File: src/rtl/l2irq_pkg.sv
package l2irq_pkg;
  // Decoded register hits for one bus access
  typedef struct packed {
    logic status;
    logic ack;
    logic mask_rb;
    logic mask_set;
    logic mask_clr;
  } reg_sel_t;

  // Latched variant map
  localparam logic [7:0] LAT_STATUS = 8'h00;
  localparam logic [7:0] LAT_ACK    = 8'h08;
  localparam logic [7:0] LAT_MASKRB = 8'h0C;
  localparam logic [7:0] LAT_MSET   = 8'h10;
  localparam logic [7:0] LAT_MCLR   = 8'h14;

  // Level variant map
  localparam logic [7:0] LVL_STATUS = 8'h00;
  localparam logic [7:0] LVL_MASKRB = 8'h04;
  localparam logic [7:0] LVL_MSET   = 8'h08;
  localparam logic [7:0] LVL_MCLR   = 8'h0C;
endpackage

File: src/rtl/l2irq_decode.sv
module l2irq_decode
  import l2irq_pkg::*;
#(
  parameter bit          LATCHED = 1'b1,
  parameter int unsigned ADDR_W  = 8
) (
  input  logic [ADDR_W-1:0] addr,
  output reg_sel_t          sel
);
  generate
    if (LATCHED) begin : g_lat_map
      assign sel.status   = (addr == ADDR_W'(LAT_STATUS));
      assign sel.ack      = (addr == ADDR_W'(LAT_ACK));
      assign sel.mask_rb  = (addr == ADDR_W'(LAT_MASKRB));
      assign sel.mask_set = (addr == ADDR_W'(LAT_MSET));
      assign sel.mask_clr = (addr == ADDR_W'(LAT_MCLR));
    end else begin : g_lvl_map
      assign sel.status   = (addr == ADDR_W'(LVL_STATUS));
      assign sel.ack      = 1'b0;
      assign sel.mask_rb  = (addr == ADDR_W'(LVL_MASKRB));
      assign sel.mask_set = (addr == ADDR_W'(LVL_MSET));
      assign sel.mask_clr = (addr == ADDR_W'(LVL_MCLR));
    end
  endgenerate
endmodule

File: src/rtl/l2irq_status.sv
module l2irq_status #(
  parameter bit          LATCHED = 1'b1,
  parameter int unsigned NSRC    = 32
) (
  input  logic            clk,
  input  logic            rst_n,
  input  logic [NSRC-1:0] src,
  input  logic [NSRC-1:0] ack_bits,
  output logic [NSRC-1:0] status,
  output logic [NSRC-1:0] edge_hit
);
  generate
    if (LATCHED) begin : g_sticky
      logic [NSRC-1:0] prev_q;
      logic [NSRC-1:0] st_q;

      assign edge_hit = src & ~prev_q;

      always_ff @(posedge clk) begin
        if (!rst_n) begin
          prev_q <= '0;
          st_q   <= '0;
        end else begin
          prev_q <= src;
          // a fresh edge outranks an acknowledge of the same bit
          st_q   <= (st_q & ~ack_bits) | edge_hit;
        end
      end
      assign status = st_q;
    end else begin : g_level
      logic unused_lvl;
      assign unused_lvl = ^{ack_bits, clk, rst_n};
      assign edge_hit   = '0;
      assign status     = src;
    end
  endgenerate
endmodule

File: src/rtl/l2irq_mask.sv
module l2irq_mask #(
  parameter int unsigned NSRC = 32
) (
  input  logic            clk,
  input  logic            rst_n,
  input  logic [NSRC-1:0] set_bits,
  input  logic [NSRC-1:0] clr_bits,
  output logic [NSRC-1:0] mask
);
  logic [NSRC-1:0] mask_q;

  always_ff @(posedge clk) begin
    if (!rst_n) mask_q <= '1;
    else        mask_q <= (mask_q | set_bits) & ~clr_bits;
  end
  assign mask = mask_q;
endmodule

File: src/rtl/irq_aggregator_l2.sv
module irq_aggregator_l2
  import l2irq_pkg::*;
#(
  parameter bit          LATCHED = 1'b1,
  parameter int unsigned NSRC    = 32,
  parameter int unsigned ADDR_W  = 8
) (
  input  logic              clk,
  input  logic              rst_n,
  input  logic [NSRC-1:0]   src_irq,
  input  logic              bus_wr,
  input  logic              bus_rd,
  input  logic [ADDR_W-1:0] bus_addr,
  input  logic [NSRC-1:0]   bus_wdata,
  output logic [NSRC-1:0]   bus_rdata,
  output logic              irq_out
);
  reg_sel_t        sel;
  logic [NSRC-1:0] set_bits, clr_bits, ack_bits;
  logic [NSRC-1:0] status, edge_hit, mask_q, pending;
  logic            irq_q;

  l2irq_decode #(.LATCHED(LATCHED), .ADDR_W(ADDR_W)) u_dec (
    .addr (bus_addr),
    .sel  (sel)
  );

  assign set_bits = (bus_wr && sel.mask_set) ? bus_wdata : '0;
  assign clr_bits = (bus_wr && sel.mask_clr) ? bus_wdata : '0;
  assign ack_bits = (bus_wr && sel.ack)      ? bus_wdata : '0;

  l2irq_mask #(.NSRC(NSRC)) u_mask (
    .clk      (clk),
    .rst_n    (rst_n),
    .set_bits (set_bits),
    .clr_bits (clr_bits),
    .mask     (mask_q)
  );

  l2irq_status #(.LATCHED(LATCHED), .NSRC(NSRC)) u_stat (
    .clk      (clk),
    .rst_n    (rst_n),
    .src      (src_irq),
    .ack_bits (ack_bits),
    .status   (status),
    .edge_hit (edge_hit)
  );

  assign pending = status & ~mask_q;

  always_ff @(posedge clk) begin
    if (!rst_n) irq_q <= 1'b0;
    else        irq_q <= |pending;
  end
  assign irq_out = irq_q;

  always_comb begin
    bus_rdata = '0;
    if (bus_rd) begin
      if (sel.status)       bus_rdata = status;
      else if (sel.mask_rb) bus_rdata = mask_q;
    end
  end
endmodule

File: config.mk
export PLATFORM = sky130hd
export DESIGN_NAME = irq_aggregator_l2
export DESIGN_NICKNAME = d
export VERILOG_FILES = /design/src/rtl/l2irq_pkg.sv /design/src/rtl/l2irq_decode.sv /design/src/rtl/l2irq_status.sv /design/src/rtl/l2irq_mask.sv /design/src/rtl/irq_aggregator_l2.sv
export SDC_FILE = /design/constraint.sdc
export NUM_CORES = 1
export LEC_CHECK = 0
export ABC_AREA = 0
export BUFFER_PORTS_ARGS = -buffer_cell sky130_fd_sc_hd__clkbuf_2
export CAP_MARGIN = 30
export CORE_ASPECT_RATIO = 0.9
export CORE_UTILIZATION = 52
export CTS_CLUSTER_DIAMETER = 50
export DETAILED_ROUTE_END_ITERATION = 12
export PLACE_DENSITY = 0.79
export SLEW_MARGIN = 20
export SYNTH_ARGS = -nofsm -noshare
export SYNTH_HDL_FRONTEND = slang
export SYNTH_SLANG_ARGS = --single-unit
File: constraint.sdc
create_clock -name clk -period 1.5 [get_ports clk]
set_clock_uncertainty 0.05 [all_clocks]
set_input_delay 0 -clock clk [delete_from_list [all_inputs] [get_ports clk]]
set_output_delay 0 -clock clk [all_outputs]
set_load 0.1 [all_outputs]
==> impl_metrics.yaml <==
outcome:
  run_status: "finished, final reports clean"
cts:
  cts_tree: "yes"
  post-cts-setup-buffers: 0
  cts_inserted_buffers: 9
  htreeDepth: 3
  clock-sinks: 97
  clock_insertion_delay_worst_skew_ns: 0.35
  cts_root_buf: "clkbuf_8"
  cts.path.max_buffers: 2
  worst_setup_hold_path_clk_slew_ns: 0.09
timing:
  worst-slew-pin-transition_ns: 0.543
  rsz0062_at_grt: "false"
  report.final.setup_viol: 0
  max_slew_margin_pct: 64.0
  worst_hold_slack_ns: 0.0785
  fmax_mhz: 720
  fin_crit_sh_pct: 92.6
  sum_of_negative_setup_slack_ns: 0
  maxSlewViolCount: 0
  finalHoldViolCount: 0
  finalCriticalPeriod_ns: 1.39
job:
  maxCapViolations: 0
floorplan:
  die-area_sq_um: 8030
  die_height_microns: 85.1
  die_w_microns: 94.3
  initial_core_util_pct: 55.3
  floorplan.io_pins: 109
  core.rowCount: 29
  core_area_sq_um: 7220
worst_setup_path:
  cpPeakStageDelay_ns: 0.32
  worstPathArrival_ns: 1.34
  timing.setup.critical_path_class: "primary input to primary output"
  crit_chain: "clkbuf_2 > nor4_4 > and3_1 > buf_12 > a22o_1 > buf_12"
  timing.critical_path.required_ns: 1.45
  worst-path-max-fanout: 32
  timing.critical_path.mode_cell: "buf_12"
  timing.critical_path.slowest_stage_cell: "nor4_4"
  worstSetupEndpointType: "primary output"
  cp-start-kind: "primary input"
placement:
  place.port_buffers: 108
  place.detailed.hpwl_microns: 7110
  dp.cells: 599
  place.gp.congestion: 0.776
detailed_routing:
  wirelength_microns: 11600
  vias: 3853
  number_of_nets_with_antenna_violations_after_detailed_routing: 0
  drt-vias-per-instance: 5.69
  drcViolationCount: 0
  routedWlPerCell_microns: 17.1
  detail_route.first_pass.iterations: 5
  drt_iter0_markers: 215
finish:
  antenna-diode-count: 0
  finish.cell_count_without_fillers: 677
  areaGrowthSynthToFinish_pct: 49.3
  drive_gt1_share_pct: 33.4
  num-nets-final: 657
power_and_ir_drop:
  power_density_nw_per_um2: 840
  vdd.ir_drop.worst_mv: 0.628
  leakagePower_uw: 0.00268
yosys:
  synth.avg_cell_area_sq_um: 9.55
  yosys_warnings: 0
  synth_fp_nets: 494
  postSynthCellCount: 418
  yosysSeqAreaShare_pct: 48.7
  combined_area_of_all_synthesized_cells_sq_um: 3990
  post-synth-top-area-cell: "dfxtp_1"
  synth_seq_cells: 97
  netlist-cell-type-count: 23
  synth_top_cell_area_share_pct: 48.7
  yosys-top-cells-area: "dfxtp_1, a211o_1, a22o_1"
grt:
  number_of_antenna_violations_at_the_first_check_in_global_routing: 0
  grt-busiest-layer: "met2"
  global_route.usage.met1_pct: 35.3
  grt.met2_usage_pct: 52.7
  first_global_vias: 4097
  grt-ovfl-total: 0
  grt.total_usage_pct: 30.3
  grt_pass1_wl_microns: 18600
  pin_count_of_the_biggest_net_entering_global_routing: 33
  grt.met3_usage_pct: 5.91
min_path:
  min-delay-path-class: "primary input to flop"
## final timing paths
check,to,cells past startpoint,slack (ns),start
worst max-delay path,bus_rdata[0],6,0.11,bus_addr[5]
worst min-delay path,u_stat.g_sticky.prev_q[6],4,0.08,rst_n
worst max register to register,irq_out,4,0.26,u_stat.status[18]
worst min register to register,u_stat.status[9],1,0.35,u_stat.g_sticky.prev_q[9]
## sequential cells by signal, indices dropped and copies added (netlist names)
register,count
u_stat.g_sticky.prev_q,32
irq_out,1
u_mask.mask,32
u_stat.status,32
## per-layer routing
metal / wire (microns) / part of all wire, % / vias up
met1: 4670 / 40 / 1818
met2: 5780 / 50 / 187
li1: - / - / 1818
met3: 808 / 7.0 / 30
met4: 292 / 2.5 / 0
met5: 0 / 0 / -
## stage by stage
stage / power [uW] / utilization, % / instance area, sq um / worst slack [ns]
finish: 5000 / 82.5 / 5960 / 0.111
floorplan: 3040 / - / 4030 / 0.0753
CTS: 4990 / 82.4 / 5950 / 0.0861
detailed placement: 3270 / 71.0 / 5120 / 0.101
global route: 5180 / 82.5 / 5960 / 0.0180
global placement: 3240 / 71.0 / 5120 / 0.185
## power breakdown
| group | switching [uW] | internal, uW | total (uW) | leakage, uW |
|---|---|---|---|---|
| Clock | 842 | 797 | 1640 | 0.0000913 |
| Combinational | 301 | 298 | 598 | 0.00178 |
| Sequential | 57.5 | 2710 | 2760 | 0.000802 |
| Total | 1200 | 3800 | 5000 | 0.00268 |
## area by class of cell
| cell class | count | area [sq um] |
|---|---|---|
| flip-flops and latches | 97 | 1940 |
| repair buffers | 182 | 1840 |
| multi-input cells | 226 | 1640 |
| fillers | 428 | 1260 |
| inverters | 65 | 244 |
| clock buffers | 11 | 141 |
| well taps | 93 | 116 |
| clock inverters | 3 | 42.5 |
## cell families after synthesis
logic type / Yosys count / synth area share, %
AND/OR/NAND/NOR: 49 / 6.02
AO/OA/AOI/OAI: 177 / 33.6
flip-flops: 97 / 48.7
buffers and inverters: 95 / 11.7
## cell usage in the layout, fill, tap and decap left out, drive strengths merged
cell,synthesis,final
a211o,32,32
a211oi,32,32
a21oi,32,32
a22o,32,32
a41oi,1,1
and3,3,3
and4,2,2
buf,23,42
bufinv,0,1
clkbuf,7,87
clkinv,0,1
clkinvlp,0,1
dfxtp,97,97
dlygate4sd3,0,64
inv,65,65
nand2,32,32
nand3,2,2
nor2,1,1
nor3,3,3
nor4,6,6
o21ai,32,32
o22ai,16,16
## timing repair
| action | in CTS | in global routing |
|---|---|---|
| endpoints found under the setup margin | 0 | 2 |
| gates resized for setup | 0 | 1 |
| endpoints found under the hold margin | 96 | 0 |
| hold buffers | 64 | 0 |
## critical path, delay by kind of cell
family | cells | cell delay (ns)
buffers and inverters | 3 | 0.53
AOI/OAI and AO/OA | 1 | 0.23
and+or+nand+nor | 2 | 0.58
## cells in the mapped netlist
library cell,instances
nand3_1,2
a21oi_1,2
a22o_1,32
o22ai_1,16
nor4_1,4
nor3_2,1
nand2_1,32
a41oi_1,1
dfxtp_1,97
nor3_1,2
o21ai_1,32
inv_1,65
a211oi_1,32
and3_1,3
nor2_1,1
clkbuf_1,7
a21oi_2,30
a211o_1,32
buf_4,2
and4_1,2
buf_2,9
nor4_2,2
buf_6,12
Power figures use the tool's default switching activity.
